File: src/rtl/crc_pkg.sv
package crc_pkg;
    typedef enum logic [2:0] {
        ST_IDLE,
        ST_SETUP,
        ST_CONV,
        ST_WAIT_BUSY,
        ST_HIGH,
        ST_LOW,
        ST_DONE
    } crc_state_e;
endpackage

File: src/rtl/crc_down_timer.sv
module crc_down_timer #(
    parameter int TMR_W = 5
) (
    input  logic             clk,
    input  logic             rst_n,
    input  logic             load_i,
    input  logic [TMR_W-1:0] val_i,
    output logic             done_o
);
    logic [TMR_W-1:0] cnt_d, cnt_q;

    always_comb begin
        if (load_i)
            cnt_d = val_i;
        else if (cnt_q != '0)
            cnt_d = cnt_q - 1'b1;
        else
            cnt_d = cnt_q;
    end

    always_ff @(posedge clk) begin
        if (!rst_n) cnt_q <= '0;
        else        cnt_q <= cnt_d;
    end

    assign done_o = (cnt_q == '0);
endmodule

File: src/rtl/crc_rise_det.sv
module crc_rise_det (
    input  logic clk,
    input  logic rst_n,
    input  logic sig_i,
    output logic rise_o
);
    logic prev_d, prev_q;

    always_comb prev_d = sig_i;

    always_ff @(posedge clk) begin
        if (!rst_n) prev_q <= 1'b0;
        else        prev_q <= prev_d;
    end

    assign rise_o = sig_i & ~prev_q;
endmodule

File: src/rtl/crc_deser.sv
module crc_deser #(
    parameter int N_DEV  = 3,
    parameter int WORD_W = 14
) (
    input  logic                    clk,
    input  logic                    rst_n,
    input  logic                    clear_i,
    input  logic                    shift_i,
    input  logic                    bit_i,
    output logic [N_DEV*WORD_W-1:0] words_o
);
    localparam int STREAM_W = N_DEV * WORD_W;

    logic [STREAM_W-1:0] sr_d, sr_q;

    always_comb begin
        sr_d = sr_q;
        if (clear_i)
            sr_d = '0;
        else if (shift_i)
            sr_d = {sr_q[STREAM_W-2:0], bit_i};
    end

    always_ff @(posedge clk) begin
        if (!rst_n) sr_q <= '0;
        else        sr_q <= sr_d;
    end

    // earliest-received word (nearest converter) sits at the top of the register
    for (genvar k = 0; k < N_DEV; k++) begin : g_word
        assign words_o[k*WORD_W +: WORD_W] = sr_q[(N_DEV-1-k)*WORD_W +: WORD_W];
    end
endmodule

File: src/rtl/chain_rdout_ctrl.sv
module chain_rdout_ctrl
    import crc_pkg::*;
#(
    parameter int N_DEV    = 3,
    parameter int WORD_W   = 14,
    parameter int SCK_HALF = 2,
    parameter int CONV_CYC = 20
) (
    input  logic                    clk,
    input  logic                    rst_n,
    input  logic                    start_i,
    input  logic                    busy_mode_i,
    input  logic                    irq_i,
    input  logic                    sdi_i,
    output logic                    cnv_o,
    output logic                    sck_o,
    output logic [N_DEV*WORD_W-1:0] words_o,
    output logic                    valid_o,
    output logic                    ready_o
);
    localparam int STREAM_W = N_DEV * WORD_W;
    localparam int CNT_W    = $clog2(STREAM_W + 2);
    localparam int TMR_MAX  = (CONV_CYC > SCK_HALF) ? CONV_CYC : SCK_HALF;
    localparam int TMR_W    = $clog2(TMR_MAX + 1);
    localparam logic [TMR_W-1:0] CONV_LOAD = TMR_W'(CONV_CYC - 1);
    localparam logic [TMR_W-1:0] HALF_LOAD = TMR_W'(SCK_HALF - 1);

    typedef struct packed {
        crc_state_e       st;
        logic             mode;
        logic             cnv;
        logic             sck;
        logic             valid;
        logic [CNT_W-1:0] pulses;
    } ctl_t;

    localparam ctl_t CTL_RST = '{st: ST_IDLE, mode: 1'b0, cnv: 1'b0,
                                 sck: 1'b0, valid: 1'b0, pulses: '0};

    ctl_t             ctl_d, ctl_q;
    logic             tmr_load;
    logic [TMR_W-1:0] tmr_val;
    logic             tmr_done;
    logic             busy_rise;
    logic             shift_en;
    logic             sr_clear;
    logic [CNT_W-1:0] last_pulse;
    logic             mode_q;

    crc_down_timer #(.TMR_W(TMR_W)) u_tmr (
        .clk    (clk),
        .rst_n  (rst_n),
        .load_i (tmr_load),
        .val_i  (tmr_val),
        .done_o (tmr_done)
    );

    crc_rise_det u_busy (
        .clk    (clk),
        .rst_n  (rst_n),
        .sig_i  (irq_i),
        .rise_o (busy_rise)
    );

    crc_deser #(.N_DEV(N_DEV), .WORD_W(WORD_W)) u_deser (
        .clk     (clk),
        .rst_n   (rst_n),
        .clear_i (sr_clear),
        .shift_i (shift_en),
        .bit_i   (sdi_i),
        .words_o (words_o)
    );

    // busy-flag mode has one extra leading pulse for the flag bit
    assign last_pulse = ctl_q.mode ? CNT_W'(STREAM_W) : CNT_W'(STREAM_W - 1);

    always_comb begin
        ctl_d       = ctl_q;
        ctl_d.valid = 1'b0;
        tmr_load    = 1'b0;
        tmr_val     = '0;
        shift_en    = 1'b0;
        sr_clear    = 1'b0;
        case (ctl_q.st)
            ST_IDLE: begin
                ctl_d.sck = 1'b0;
                ctl_d.cnv = 1'b0;
                if (start_i) begin
                    ctl_d.mode = busy_mode_i;
                    ctl_d.sck  = busy_mode_i;   // rest level picks the chain mode
                    ctl_d.st   = ST_SETUP;
                    sr_clear   = 1'b1;
                end
            end
            ST_SETUP: begin
                ctl_d.cnv    = 1'b1;
                ctl_d.pulses = '0;
                if (ctl_q.mode) begin
                    ctl_d.st = ST_WAIT_BUSY;
                end else begin
                    ctl_d.st = ST_CONV;
                    tmr_load = 1'b1;
                    tmr_val  = CONV_LOAD;
                end
            end
            ST_CONV: begin
                if (tmr_done) begin
                    ctl_d.sck = 1'b1;
                    ctl_d.st  = ST_HIGH;
                    tmr_load  = 1'b1;
                    tmr_val   = HALF_LOAD;
                end
            end
            ST_WAIT_BUSY: begin
                if (busy_rise) begin
                    ctl_d.st = ST_HIGH;
                    tmr_load = 1'b1;
                    tmr_val  = HALF_LOAD;
                end
            end
            ST_HIGH: begin
                if (tmr_done) begin
                    // capture just before the falling edge; drop the busy flag
                    shift_en  = !(ctl_q.mode && (ctl_q.pulses == '0));
                    ctl_d.sck = 1'b0;
                    ctl_d.st  = ST_LOW;
                    tmr_load  = 1'b1;
                    tmr_val   = HALF_LOAD;
                end
            end
            ST_LOW: begin
                if (tmr_done) begin
                    if (ctl_q.pulses == last_pulse) begin
                        ctl_d.st    = ST_DONE;
                        ctl_d.valid = 1'b1;
                    end else begin
                        ctl_d.pulses = ctl_q.pulses + 1'b1;
                        ctl_d.sck    = 1'b1;
                        ctl_d.st     = ST_HIGH;
                        tmr_load     = 1'b1;
                        tmr_val      = HALF_LOAD;
                    end
                end
            end
            ST_DONE: begin
                ctl_d.cnv = 1'b0;
                ctl_d.st  = ST_IDLE;
            end
            default: ctl_d = CTL_RST;
        endcase
    end

    always_ff @(posedge clk) begin
        if (!rst_n) ctl_q <= CTL_RST;
        else        ctl_q <= ctl_d;
    end

    assign cnv_o   = ctl_q.cnv;
    assign sck_o   = ctl_q.sck;
    assign valid_o = ctl_q.valid;
    assign ready_o = (ctl_q.st == ST_IDLE);
    assign mode_q  = ctl_q.mode;
endmodule

File: config.mk
export PLATFORM = sky130hd
export DESIGN_NAME = chain_rdout_ctrl
export DESIGN_NICKNAME = d
export VERILOG_FILES = /design/src/rtl/crc_pkg.sv /design/src/rtl/crc_down_timer.sv /design/src/rtl/crc_rise_det.sv /design/src/rtl/crc_deser.sv /design/src/rtl/chain_rdout_ctrl.sv
export SDC_FILE = /design/constraint.sdc
export NUM_CORES = 1
export LEC_CHECK = 0
export ABC_AREA = 1
export BUFFER_PORTS_ARGS = -buffer_cell sky130_fd_sc_hd__buf_4
export CORE_MARGIN = 2
export CORE_UTILIZATION = 49
export CTS_CLUSTER_DIAMETER = 120
export DETAILED_ROUTE_END_ITERATION = 10
export PLACE_DENSITY = 0.75
export SYNTH_ARGS = -nofsm -noshare
export SYNTH_HDL_FRONTEND = slang
export SYNTH_SLANG_ARGS = --single-unit
File: constraint.sdc
create_clock -name clk -period 1.3 [get_ports clk]
set_input_delay 0 -clock clk [delete_from_list [all_inputs] [get_ports clk]]
set_output_delay 0 -clock clk [all_outputs]
set_load 0.01 [all_outputs]
# [Word level (Yosys, flattened, before mapping)]
# Index checks and enable logic that the tools add are counted.
[op_classes] add_sub_neg=2 eq_ne=13 muxes=38 bitwise_logic=6 n_reduce_logical=18
[op_table] operator="one-hot mux 5 bit (4 select lines)" count=1
[op_table] operator="2-to-1 mux 1 bit" count=19
[op_table] operator="one-hot mux 3 bit (6 select lines)" count=1
[op_table] operator="2-to-1 mux 5 bit" count=3
[op_table] operator="2-to-1 mux 3 bit" count=4
[op_table] operator="inequality test 2 bit, second input constant" count=6
[op_table] operator="one-hot mux 6 bit (2 select lines)" count=1
[op_table] operator="AND reduction 5 bit" count=2
[op_table] operator="equality test 3 bit, second input constant" count=3
[op_table] operator="2-to-1 mux 8 bit" count=1
[op_table] operator="adder 6 x 1 -> 6 bit, second input constant" count=1
[op_table] operator="equality test 3 x 2 -> 1 bit, second input constant" count=2
[op_table] operator="equality test 6 bit" count=1
[op_table] operator="logical NOT 6 bit" count=1
[op_table] operator="2-to-1 mux 6 bit" count=1
[op_table] operator="AND reduction 3 bit" count=2
[op_table] operator="OR reduction 6 bit" count=1
[op_table] operator="logical NOT 5 bit" count=1
[op_table] operator="NOT 1 bit" count=5
[op_table] operator="one-hot mux 1 bit (5 select lines)" count=1
[op_table] operator="nonzero test 5 bit" count=1
[op_table] operator="OR reduction 5 bit" count=1
[op_table] operator="subtractor 5 x 1 -> 5 bit, second input constant" count=1
[op_table] operator="2-to-1 mux 2 bit" count=2
[op_table] operator="13 further kinds" count=15
[totals] ff_bits=61 in_bits=6 output_inout_bits=46 word_cells=86

# [Logic depth before layout (Yosys ltp)]
# Gate-level depths: netlist of run 1.
[depth] word_depth=6 depth_mapped=10 mapped_depth_nobuf=9

# [Cells and area by module]
# A second synthesis of run 1 with hierarchy kept.
[hier_totals] hier_cells=371 hier_area_um2=2966.6
[modules_own_cells] mod="crc_deser" instances=1 cells_per_inst=184 area_per_inst_um2=1791.7 seq_area_each_um2=840.8
[modules_own_cells] mod="chain_rdout_ctrl" instances=1 cells_per_inst=140 area_per_inst_um2=844.6 seq_area_each_um2=260.2
[modules_own_cells] mod="crc_down_timer" instances=1 cells_per_inst=42 area_per_inst_um2=292.8 seq_area_each_um2=100.1
[modules_own_cells] mod="crc_rise_det" instances=1 cells_per_inst=5 area_per_inst_um2=37.5 seq_area_each_um2=20.0

# [Worst setup path after synthesis of run 1]
# OpenSTA, ideal clock, no wires.
[synth_path] kind="reg2reg" start="register ctl_q[0] (netlist name)" end="register u_deser.sr_q[10]" setup_ns=0.120 t_arrival_ns=1.265 t_required_ns=1.180 slack_ns=-0.085 stages_incl_launch_ff=11 path_buffers=1 synth_period_minus_slack_ns=1.385 path_cell_list="dfxtp_1 -> inv_1 -> ha_1 -> nand2_1 -> nor3_1 -> nand3_1 -> nand2_4 -> clkinv_4 -> buf_4 -> nand2_1 -> a21oi_1"
[synth_between] elab_chain_len=5
[synth_rtl] element="from (decl)" line_no="chain_rdout_ctrl.sv:40" source="ctl_t ctl_d, ctl_q;"
[synth_rtl] element="from (signal assigned)" line_no="chain_rdout_ctrl.sv:155" source="else ctl_q <= ctl_d;"
[synth_rtl] element="logical NOT 6 bit" line_no="chain_rdout_ctrl.sv:124" source="shift_en = !(ctl_q.mode && (ctl_q.pulses == '0));"
[synth_rtl] element="logical AND 1 bit" line_no="chain_rdout_ctrl.sv:124"
[synth_rtl] element="logical NOT 1 bit" line_no="chain_rdout_ctrl.sv:124"
[synth_rtl] element="2-to-1 mux 1 bit" line_no="chain_rdout_ctrl.sv:122" source="if (tmr_done) begin"
[synth_rtl] element="2-to-1 mux 1 bit" line_no="chain_rdout_ctrl.sv:84" source="case (ctl_q.st)"
[synth_rtl] element="to (signal assigned)" line_no="crc_deser.sv:26" source="else sr_q <= sr_d;"
[synth_rtl] element="to (decl)" line_no="crc_deser.sv:14" source="logic [STREAM_W-1:0] sr_d, sr_q;"
# No other way between the ends.
# A chain may end at the register's enable or synchronous reset.

# [Worst setup path after layout of run 1]
[layout_path] start="register u_tmr.cnt_q[0]" end="register u_deser.sr_q[13]"
[layout_between] elab_chain_len=3
[layout_rtl] element="from (decl)" line_no="crc_down_timer.sv:10" source="logic [TMR_W-1:0] cnt_d, cnt_q;"
[layout_rtl] element="from (signal assigned)" line_no="crc_down_timer.sv:23" source="else cnt_q <= cnt_d;"
[layout_rtl] element="logical NOT 5 bit" line_no="crc_down_timer.sv:26" source="assign done_o = (cnt_q == '0);"
[layout_rtl] element="2-to-1 mux 1 bit" line_no="chain_rdout_ctrl.sv:122"
[layout_rtl] element="2-to-1 mux 1 bit" line_no="chain_rdout_ctrl.sv:84"
# No other way between the ends.

==> out/metrics.yaml, run 1 <==
design.core.area_um2: 5205
start_util: 0.5142
cts_max_path_buffers: 2
synth_top_cell_area_share: 0.4563
crit_cells: 9
status: "complete, but fails checks"
drc: 0
rsz0062_at_grt: "true"
path_delay_family: "simple AND/OR/NAND/NOR gates"
overflow: 0
worst-path-buf-inv: 3
place_area_um2: 3397
vdd_drop_max_mv: 1.580
leakage_nw: 1.850
instances_no_fill: 543
cap_viol_max_count: 0
routed_wl_um: 8324
fin_area_um2: 4233
synth.avg_cell_area_um2: 7.560
numCtsBuffers: 9
area_delta_synth_final_pct: 58.16
finalCritPeriodShare: 1.165
hold_viol: 0
die-area_um2: 6069
drv_slew: 0
crit_start: "u_tmr.cnt_q[0]"
cpPeakStageDelay_ns: 0.33
ys_top_cells_by_count: "nand2_1 (122), dfxtp_1 (61), a21oi_1 (44)"
synthFlopType: "dfxtp_1"
synth_warnings: 0
path_cells: "inv_2 > ha_4 > nand3_4 > nor2_4 > nand2_4 > buf_12 > inv_6 > nand2_1 > a21oi_1"
required_ns: 1.57
fin_util: 0.8132
path_class: "reg2reg"
min_path_cells: 4
dr.first_iter.drc_count: 183
regToRegStartpoint: "u_tmr.cnt_q[0]"
yosysMostFrequentCell: "nand2_1"
fin_nets: 478
hold_path.class: "in2reg"
hp-start: "start_i"
synth_top_area_cell: "dfxtp_1"
ys_seq_area_frac: 0.4563
setup_slack_ns: -0.2147
clk_pin_slew_worst_paths_ns: 0.07
power.density_nw_per_um2: 1751
diodes: 0
post_route_cells_drive_above_1_share: 0.4863
path_max_fanout: 5
gp_congestion: 0.9055
finalSetupTns_ns: -6.581
ys_seq_elements: 61
violations: "negative setup slack"
fp.dieW_um: 77.91
synth_edf_count: 0
skew_ns: 0.008122
cts.sinks: 61
grtUsageTotal: 0.2622
r2r-end: "u_deser.sr_q[13]"
io_buffers: 51
cpMaxStageDelayCell: "dfxtp_2"
cts_tree: "yes"
worstPathArrival_ns: 1.79
setup_viol: 52
dp_cells: 503
ff2ff_setup_slack_ns: -0.21
cts_htree_levels: 3
vias: 2881
cts_root_buf: "clkbuf_8"
drtPass1Iterations: 5
clock_latency_ns: 0.35
ant_nets: 0
grt_pass1_vias: 2684
wl_per_cell_um: 15.33
finalPower_mw: 7.413
synth_cell_types: 29
rr_worst_depth: 9
antenna_found_initial: 0
grt_max_degree: 29
preCtsSetupSlack_ns: -0.2206
design.portCount: 52
cp-end-kind: "flop"
async_flop_share: 0
vias_per_cell: 5.306
grt_pass1_wl_um: 12480
syn_nets: 364
netlist_area_um2: 2676
clock.fmax_ghz: 0.6602
slew_headroom: 0.8527
holdWs_ns: 0.06100
synthCells: 354
die_h_um: 77.91
startpoint_type: "flop"
min_period_ns: 1.515
rows: 26
synth_area_leaders: "dfxtp_1 (46%), nand2_1 (17%), a21oi_1 (8.2%)"
tightest_slew_ns: 0.2187
dp_hpwl_um: 4517
worstSetupEndpoint: "u_deser.sr_q[13]"
## sequential cells by signal (all words and copies together), names as in the netlist
signal,flops
cnv_o,1
ctl_q,9
mode_q,1
sck_o,1
u_busy.prev_q,1
u_deser.sr_q,42
u_tmr.cnt_q,5
valid_o,1
## area by class of cell
class | instances | area (um^2)
tap | 70 | 87.58
clock inverter | 6 | 108.9
timing repair inverter | 5 | 61.31
timing repair buffer | 112 | 914.6
sequential | 61 | 1237
fill | 318 | 972.2
clock buffer | 10 | 137.6
inverter | 27 | 137.6
multi-input combinational | 252 | 1548
## worst min-delay path by stage
stage,to,slack [ns]
CTS,mode_q,0.04
detailed placement,u_busy.prev_q,0.21
finish,mode_q,0.06
floorplan,u_busy.prev_q,0.09
global placement,u_busy.prev_q,0.19
global route,mode_q,0.08
## placed cells by master (no fill, tap or decap), types with 9 or more instances in the layout
master and count:
nand2_1 89, nor2_1 11, nand2_4 11, buf_4 95, inv_1 15, clkbuf_8 10, dfxtp_1 54, buf_6 9
a21oi_2 22, nand2_2 26, a21oi_1 32
## per-layer routing
metal | routed length, um | part of all wire | vias up | GRT usage
met5 | 0 | 0 | - | 0
met2 | 4327 | 0.52 | 110 | 0.4655
li1 | - | - | 1378 | -
met4 | 244 | 0.029 | 0 | 0.1070
met1 | 3326 | 0.40 | 1368 | 0.2907
met3 | 426 | 0.051 | 25 | 0.07907
## worst reg2reg max path, cell delays in order, from the launching register on
cell and delay, ns:
dfxtp_2 0.33, inv_2 0.08, ha_4 0.16, nand3_4 0.12, nor2_4 0.16, nand2_4 0.11
buf_12 0.17, inv_6 0.09, nand2_1 0.07, a21oi_1 0.15
## power breakdown
part / switching [mW] / internal [mW] / leakage (nW)
combinational: 1.66 / 1.42 / 1.23
clock: 0.793 / 1.33 / 0.127
sequential: 0.177 / 2.04 / 0.497
## cell families (layout without fill, tap and decap cells)
| group | Yosys count | after routing | share of synthesized area |
|---|---|---|---|
| simple gates | 178 | 179 | 0.2941 |
| xor+xnor | 4 | 4 | 0.01309 |
| compound gates | 65 | 65 | 0.1379 |
| fa+ha+maj | 4 | 4 | 0.01870 |
| flops | 61 | 61 | 0.4563 |
| buf+inv | 42 | 160 | 0.07994 |
## what timing repair did
action | in CTS | in global routing
gates resized for setup | 39 | 70
buffers inserted | 8 | 5
gates cloned | 3 | 5
pin swaps | 12 | 15
endpoints found under the setup margin | 56 | 56
hold buffers | 4 | 0
endpoints found under the hold margin | 9 | 0
Note: power is estimated with default switching activity, not from simulation.
==> run 2: changes to the inputs <==
--- a/config.mk
+++ b/config.mk
@@ -11,6 +11,7 @@
 export CORE_UTILIZATION = 49
 export CTS_CLUSTER_DIAMETER = 120
 export DETAILED_ROUTE_END_ITERATION = 10
+export MAX_ROUTING_LAYER = met4
 export PLACE_DENSITY = 0.75
 export SYNTH_ARGS = -nofsm -noshare
 export SYNTH_HDL_FRONTEND = slang
==> run 2 against run 1 <==
Compared with the run above:
- the flow still finishes with violations (negative setup slack)
- via count shrank 2.6%
- combinational power increased by 12%
- global-route usage is 3.1 points lower
- sequential power about the same
- critical endpoint is now u_deser.sr_q[22]
- largest cell class unchanged
==> out/metrics.yaml, run 2 (synthesized netlist as in run 1, its figures left out) <==
diodes: 0  # unchanged
die_h_um: 77.91  # unchanged
grt_pass1_wl_um: 10940  # was 12480 um
required_ns: 1.58  # was 1.57 ns
rsz0062_at_grt: "true"  # unchanged
grt_max_degree: 29  # unchanged
vdd_drop_max_mv: 1.912  # was 1.580 mV
wl_per_cell_um: 14.92  # was 15.33 um
hold_path.class: "in2reg"  # unchanged
tightest_slew_ns: 0.2932  # was 0.2187 ns
path_max_fanout: 11  # was 5
path_class: "reg2reg"  # unchanged
design.portCount: 52  # unchanged
min_path_cells: 4  # unchanged
largest_reg_flops: 42  # unchanged
setup_slack_ns: -0.2076  # was -0.2147 ns
area_delta_synth_final_pct: 54.93  # was 58.16%
cts.sinks: 61  # unchanged
crit_cells: 9  # unchanged
min_period_ns: 1.508  # was 1.515 ns
power.density_nw_per_um2: 1727  # was 1751 nW/um^2
place_area_um2: 3477  # was 3397 um^2
path_cells: "inv_2 > ha_4 > nand3_4 > nor2_4 > nand2_4 > inv_8 > clkbuf_16 > nand2_1 > a21oi_2"  # was inv_2 > ha_4 > nand3_4 > nor2_4 > nand2_4 > buf_12 > inv_6 > nand2_1 > a21oi_1
drtPass1Iterations: 4  # was 5
grtUsageTotal: 0.2312  # was 0.2622
antenna_found_initial: 0  # unchanged
final_common_cell: "nand2_1"  # was buf_4
fillers: 361  # was 318
worstPathArrival_ns: 1.79  # about the same
fp.dieW_um: 77.91  # unchanged
rows: 26  # unchanged
leakage_nw: 1.723  # was 1.850 nW
drv_slew: 0  # unchanged
worst-path-buf-inv: 3  # unchanged
clock_latency_ns: 0.35  # about the same
cts_max_path_buffers: 2  # unchanged
drc: 0  # unchanged
fin_nets: 471  # was 478
finalCritPeriodShare: 1.160  # was 1.165
seq_area_um2: 1240  # was 1237 um^2
cts_root_buf: "clkbuf_8"  # unchanged
die-area_um2: 6069  # unchanged
path_delay_family: "simple AND/OR/NAND/NOR gates"  # unchanged
fin_area_um2: 4146  # was 4233 um^2
cts_tree: "yes"  # unchanged
regMostFlops: "u_deser.sr_q"  # unchanged
vias: 2807  # was 2881
cpMaxStageDelayCell: "dfxtp_2"  # unchanged
cp-end-kind: "flop"  # unchanged
gp_congestion: 0.8922  # was 0.9055
hold_viol: 0  # unchanged
cts_htree_levels: 3  # unchanged
violations: "negative setup slack"  # unchanged
overflow: 0  # unchanged
top_regs: "u_deser.sr_q x42, ctl_q x9, u_tmr.cnt_q x5"  # unchanged
dp_hpwl_um: 4496  # was 4517 um
dr.first_iter.drc_count: 156  # was 183
cap_viol_max_count: 0  # unchanged
skew_ns: 0.009881  # was 0.008122 ns
design.core.area_um2: 5205  # unchanged
numCtsBuffers: 9  # unchanged
slew_headroom: 0.8033  # was 0.8527
setup_viol: 52  # unchanged
finalSetupTns_ns: -7.822  # was -6.581 ns
cpPeakStageDelay_ns: 0.33  # about the same
io_buffers: 51  # unchanged
multi_input_area_um2: 1548  # unchanged
start_util: 0.5142  # unchanged
clk_pin_slew_worst_paths_ns: 0.07  # about the same
vias_per_cell: 5.237  # was 5.306
routed_wl_um: 7998  # was 8324 um
post_route_cells_drive_above_1_share: 0.4614  # was 0.4863
rr_worst_depth: 9  # unchanged
status: "complete, but fails checks"  # unchanged
ant_nets: 0  # unchanged
grt_pass1_vias: 2519  # was 2684
startpoint_type: "flop"  # unchanged
clock.fmax_ghz: 0.6633  # was 0.6602 GHz
final_cell_mix: "nand2_1 (101), buf_4 (90), dfxtp_1 (52)"  # was buf_4 (95), nand2_1 (89), dfxtp_1 (54)
## run 2: tightest hold or removal path, cell delays in order
cell,delay [ns]
buf_4,0.09
buf_4,0.17
nand2_1,0.07
inv_1,0.04
## run 2: where the power goes
group | leakage [nW] | internal, mW | switching [mW]
logic | 1.14 | 1.57 | 1.87
registers | 0.498 | 2.04 | 0.184
clock network | 0.0901 | 0.738 | 0.753
total | 1.72 | 4.36 | 2.80
## run 2: path summary, 6_finish.rpt
path,slack (ns),startpoint,to
worst max-delay path,-0.21,u_tmr.cnt_q[0],u_deser.sr_q[22]
worst min-delay path,0.04,rst_n,u_busy.prev_q
worst max register to register,-0.21,u_tmr.cnt_q[0],u_deser.sr_q[22]
worst min register to register,0.47,cnv_o,cnv_o
## run 2: through the flow
stage	util	cells	hold WS, ns	power [mW]	setup slack [ns]
3_5_place_dp	0.6680	507	0.1955	4.586	-0.2158
2_1_floorplan	-	354	0.09345	3.697	-0.06103
5_1_grt	0.7966	536	0.07009	7.490	-0.3096
3_3_place_gp	0.6680	507	0.1898	4.543	-0.1556
6_report	0.7966	536	0.04390	7.160	-0.2076
4_1_cts	0.7226	528	0.03526	6.278	-0.1635
## run 2: metal layers
| metal | wire, um | vias to the layer above | track usage |
|---|---|---|---|
| li1 | - | 1366 | - |
| met1 | 3420 | 1327 | 0.2749 |
| met2 | 4011 | 95 | 0.3836 |
| met3 | 381 | 19 | 0.04419 |
| met4 | 183 | 0 | 0.09825 |
| met5 | 0 | - | - |
## run 2: cell type report
| class | instances | area share |
|---|---|---|
| clock buffers | 12 | 0.03500 |
| clock inverters | 4 | 0.005733 |
| inverters | 27 | 0.02746 |
| multi-input cells | 251 | 0.3733 |
| flip-flops and latches | 61 | 0.2990 |
| well taps | 70 | 0.02112 |
| repair buffers | 111 | 0.2384 |
## run 2: repair_timing
| action | in CTS | in global routing |
|---|---|---|
| buffers inserted | 3 | 7 |
| resized for setup | 23 | 71 |
| pin swaps | 9 | 21 |
| hold buffers | 2 | 0 |
| endpoints found under the setup margin | 57 | 58 |
| endpoints found under the hold margin | 2 | 0 |
| gates cloned | 0 | 5 |
